$ cat src/rtl/delay_line_addr.sv
module delay_line_addr #(
  parameter int unsigned SMP_W    = 16,
  parameter int unsigned COL_W    = 8,
  parameter int unsigned ROW_W    = 7,
  parameter int unsigned MAX_LAST = (1 << (ROW_W + COL_W)) - 1
) (
  input  logic                     clk,
  input  logic                     rst_n,
  input  logic                     smp_stb,
  input  logic [SMP_W-1:0]         smp_in,
  input  logic [ROW_W+COL_W-1:0]   loop_last,
  output logic                     mem_rd,
  output logic                     mem_wr,
  output logic [ROW_W-1:0]         mem_row,
  output logic [COL_W-1:0]         mem_col,
  output logic [SMP_W-1:0]         mem_wdata,
  input  logic [SMP_W-1:0]         mem_rdata,
  output logic [SMP_W-1:0]         dly_out
);

  localparam int unsigned PTR_W = ROW_W + COL_W;
  localparam logic [PTR_W-1:0] LAST_CAP = PTR_W'(MAX_LAST);

  typedef enum logic [1:0] {ST_IDLE, ST_RD, ST_WR} st_t;

  st_t              st_q;
  logic [PTR_W-1:0] ptr_q, last_q;
  logic [SMP_W-1:0] smp_q, dly_q;
  logic             seen_q;

  wire [PTR_W-1:0] last_lim = (loop_last > LAST_CAP) ? LAST_CAP : loop_last;
  wire             at_end   = (ptr_q == last_q);

  always_ff @(posedge clk) begin
    if (!rst_n) begin
      st_q   <= ST_IDLE;
      ptr_q  <= '0;
      last_q <= last_lim;
      smp_q  <= '0;
      dly_q  <= '0;
    end else begin
      case (st_q)
        ST_IDLE: if (smp_stb) begin
          st_q  <= ST_RD;
          smp_q <= smp_in;
        end
        ST_RD: st_q <= ST_WR;
        ST_WR: begin
          st_q  <= ST_IDLE;
          dly_q <= mem_rdata;
          if (at_end) begin
            ptr_q  <= '0;
            last_q <= last_lim;
          end else begin
            ptr_q <= ptr_q + PTR_W'(1);
          end
        end
        default: st_q <= ST_IDLE;
      endcase
    end
  end

  always_ff @(posedge clk) seen_q <= rst_n;

  assign mem_rd    = (st_q == ST_RD);
  assign mem_wr    = (st_q == ST_WR);
  assign mem_col   = ptr_q[COL_W-1:0];
  assign mem_row   = ptr_q[PTR_W-1:COL_W];
  assign mem_wdata = smp_q;
  assign dly_out   = dly_q;

  p_rd_start_r2: assert property (@(posedge clk) disable iff (!rst_n || !seen_q)
    (!mem_rd && !mem_wr && smp_stb) |=> mem_rd);

  p_rd_then_wr_r3: assert property (@(posedge clk) disable iff (!rst_n || !seen_q)
    mem_rd |=> (mem_wr && $stable(mem_row) && $stable(mem_col)));

  p_excl_r3: assert property (@(posedge clk) disable iff (!rst_n || !seen_q)
    !(mem_rd && mem_wr));

  p_hold_r4: assert property (@(posedge clk) disable iff (!rst_n || !seen_q)
    !mem_wr |=> $stable(dly_out));

  p_in_loop_r5: assert property (@(posedge clk) disable iff (!rst_n || !seen_q)
    ptr_q <= last_q);

  p_step_r5: assert property (@(posedge clk) disable iff (!rst_n || !seen_q)
    (mem_wr && !at_end) |=> (ptr_q == $past(ptr_q) + PTR_W'(1)));

  p_len_at_wrap_r7: assert property (@(posedge clk) disable iff (!rst_n || !seen_q)
    !$stable(last_q) |-> ($past(mem_wr) && ptr_q == '0));

  p_cap_r8: assert property (@(posedge clk) disable iff (!rst_n || !seen_q)
    last_q <= LAST_CAP);

  p_busy_ignore_r9: assert property (@(posedge clk) disable iff (!rst_n || !seen_q)
    mem_wr |=> !mem_rd);

endmodule

$ cat config.mk
export PLATFORM = sky130hd
export DESIGN_NAME = delay_line_addr
export DESIGN_NICKNAME = d
export VERILOG_FILES = /design/src/rtl/delay_line_addr.sv
export SDC_FILE = /design/constraint.sdc
export NUM_CORES = 1
export LEC_CHECK = 0
export ABC_CLOCK_PERIOD_IN_PS = 2300
export BUFFER_PORTS_ARGS = -buffer_cell sky130_fd_sc_hd__buf_2
export CAP_MARGIN = 25
export CORE_ASPECT_RATIO = 0.9
export CORE_MARGIN = 2
export CORE_UTILIZATION = 48
export CTS_CLUSTER_DIAMETER = 100
export CTS_CLUSTER_SIZE = 8
export DETAILED_ROUTE_END_ITERATION = 6
export PLACE_DENSITY_LB_ADDON = 0.2
export REMOVE_ABC_BUFFERS = 1
export SYNTH_ARGS = -nofsm -noshare
export SYNTH_HDL_FRONTEND = slang
export SYNTH_SLANG_ARGS = --single-unit
$ cat constraint.sdc
create_clock -name clk -period 2.3 [get_ports clk]
set_clock_uncertainty 0.1 [all_clocks]
set_input_delay 0.115 -clock clk [delete_from_list [all_inputs] [get_ports clk]]
set_output_delay 0.115 -clock clk [all_outputs]
set_load 0.03 [all_outputs]
==> impl_metrics.ini <==
[outcome]
outcome = complete, no violations

[power]
p_int_uw = 1757
p_sw_share_pct = 25.24
combPwrFrac_pct = 12.7
power_leakage_uw = 0.001590
power.switching_uw = 593.2
ir_worst_vdd_v = 0.0005039
clkPwrFrac_pct = 35.0
power_density_mw_per_mm2 = 629.2
seqPwrFrac_pct = 52.4

[worst_hold_path]
hold_class = input port to flip-flop

[floorplan]
io_pins = 99
start_util_pct = 49.39
rows = 25
coreArea_mm2 = 0.005224
die_h_um = 73.55
die_x_um = 81.28
dieArea_mm2 = 0.005978

[route]
vias_per_cell = 4.808
route.vias.total = 2332
wl_per_cell_um = 13.51
antenna_left = 0
wl_mm = 6.554
drt_iter0_drc = 133
firstDrtPassIters = 4
drc = 0

[yosys]
synth_common_cells = nand2_1, dfxtp_1, a21oi_1, clkbuf_1, xnor2_1
ys_seq_area_share_pct = 55.48
yosys-top-cells-area = dfxtp_1, edfxtp_1, nand2_1
synth_top_area_share_pct = 38.02
ys_async_sr_fraction_pct = 0
synth_edf_count = 15
synth_area_mm2 = 0.002580
ys_ff_latch = 64
synth_top_area_cell = dfxtp_1
yosysWarnings = 0
synth_most_common_cell = nand2_1
ys.flop_type = dfxtp_1
postSynthCellCount = 280
yosysUniqueCellTypes = 31
syn_area_per_cell_um2 = 9.214

[placement]
dp_hpwl_mm = 4.148
globalplace.congestion = 0.9226
placed_area_mm2 = 0.003090
port_buffers = 98

[final_layout]
layout-drive-gt1-share_pct = 30.14
syn2layout_area_growth_pct = 44.76
num-nets-final = 465
diodes = 0
fin_area_mm2 = 0.003735
finish.utilization_pct = 71.50
fill_cells = 397

[cts]
clk_latency_ns = 0.33
cts_htree_levels = 3
cts_buffers = 9
clock_sinks = 64
clkTransAtPathRegs_ns = 0.06
ctsLongestPathBuffers = 2
cts_tree = built
clk_root_buffer_cell = clkbuf_8
cts_resized = 0

[worst_setup_path]
cp-start-kind = flip-flop
cp-end-kind = flip-flop
crit_path_top_delay_cell = or4_4
crit_fanout = 9
slowest_delay_ns = 0.51
path_cells = nand4b_4, or2_4, or4_4, a211oi_2
crit_family = simple AND/OR/NAND/NOR gates
crit_buf_inv = 0
criticalPathCategory = flip-flop to flip-flop
arrival_ns = 2.02
crit_required_ns = 2.46

[global_route]
grt.overflow.total = 0
grtUsageTotal_pct = 22.85
grt_pass1_wl_mm = 10.19
grt_pass1_vias = 2170
grt_max_degree = 27
antenna_found_initial = 0

[timing]
tightest_slew_ns = 0.5860
finalHoldViolCount = 0
drv_slew = 0
min_period_ns = 1.862
fin_crit_sh_pct = 80.94
grt_setup_unrepaired = false
timing.setup.tns_ns = 0
setup_viol = 0
relSlewSlack_pct = 60.94
fmax_mhz = 537.2

[flow_run]
maxCapViolations = 0
==> tightest hold or removal path: stages <==
cell	delay, ns
buf_2	0.08
nand2_1	0.32
nor2_1	0.18
==> power groups by stage <==
stage	registers [µW]	clock network, µW	logic (µW)
6_report	1230	821	298
5_1_grt	1230	888	322
4_1_cts	1230	838	296
3_5_place_dp	1250	0	233
3_3_place_gp	1250	0	229
2_1_floorplan	1300	0	85.3
==> cells in the final DEF (no fill, tap or decap) <==
cell type / count
a211oi_1: 1
a211oi_2: 1
a21oi_1: 32
and2_1: 2
buf_2: 98
buf_4: 7
clkbuf_1: 2
clkbuf_8: 10
clkinv_2: 2
clkinv_4: 1
dfxtp_1: 49
dlygate4sd3_1: 48
edfxtp_1: 15
ha_1: 1
inv_1: 2
inv_2: 1
mux2i_1: 1
nand2_1: 69
nand2b_1: 2
nand3_1: 6
nand4_1: 7
nand4b_4: 1
nor2_1: 5
nor2b_1: 1
nor3_1: 16
nor4_1: 3
nor4_4: 1
o31ai_1: 2
or2_2: 2
or2_4: 1
or4_1: 1
or4_4: 1
xnor2_1: 25
xor2_1: 2
==> cell type report <==
class	count	area, µm²	share of cell area [%]
clock buffers	12	145.1	3.886
inverters	3	11.26	0.3015
clock inverters	3	18.77	0.5025
repair buffers	153	1023	27.40
multi-input cells	183	1021	27.34
well taps	67	83.83	2.245
flip-flops and latches	64	1431	38.32
==> metal layers <==
metal	wire length [µm]	track usage [%]	vias up
met2	3069	35.61	86
met5	0	0	-
met3	496	7.862	9
met4	66	9.416	0
li1	-	-	1192
met1	2921	29.04	1045
==> per-stage QoR <==
| stage | std cells | hold slack, ns | setup WS (ns) | total power, µW |
|---|---|---|---|---|
| final | 485 | 0.3044 | 0.4383 | 2350 |
| after global routing | 485 | 0.3480 | 0.3065 | 2445 |
| after CTS | 485 | 0.2892 | 0.4181 | 2364 |
| after detailed placement | 422 | 0.1931 | 0.4258 | 1487 |
| after global placement | 422 | 0.1927 | 0.4773 | 1482 |
| after floorplan | 250 | 0.1139 | -0.5959 | 1386 |
==> worst paths after layout <==
kind / from / to / slack, ns / cells past startpoint
worst max-delay path: ptr_q[3]$_SDFFE_PN0P_ / ptr_q[14]$_SDFFE_PN0P_ / 0.44 / 4
worst min-delay path: smp_stb / st_q[0]$_SDFFE_PN0P_ / 0.30 / 3
worst max register to register: ptr_q[3]$_SDFFE_PN0P_ / ptr_q[14]$_SDFFE_PN0P_ / 0.44 / 4
worst min register to register: dly_out[2]$_SDFFE_PN0P_ / dly_out[2]$_SDFFE_PN0P_ / 0.35 / 2
==> what timing repair did <==
| item | in CTS | in global routing |
|---|---|---|
| buffers inserted | 0 | 0 |
| hold buffers | 48 | 0 |
| setup endpoints to repair | 0 | 0 |
| hold endpoints to repair | 48 | 0 |
==> logic make-up (layout without fill, tap and decap cells) <==
kind of cell    count (synthesis)  after routing  synth area share [%]
mux                             1              1                0.3880
xor+xnor                       27             27                 9.166
flops                          64             64                 55.48
fa+ha+maj                       1              1                0.4849
simple gates                  118            118                 21.97
compound gates                 36             36                 7.565
buf+inv                        33            171                 4.946
==> registers in the layout, summed over array words and instances (netlist names) <==
register	flops
ptr_q	15
mem_wdata	16
st_q	2
last_q	15
dly_out	16
Power figures use the tool's default switching activity.
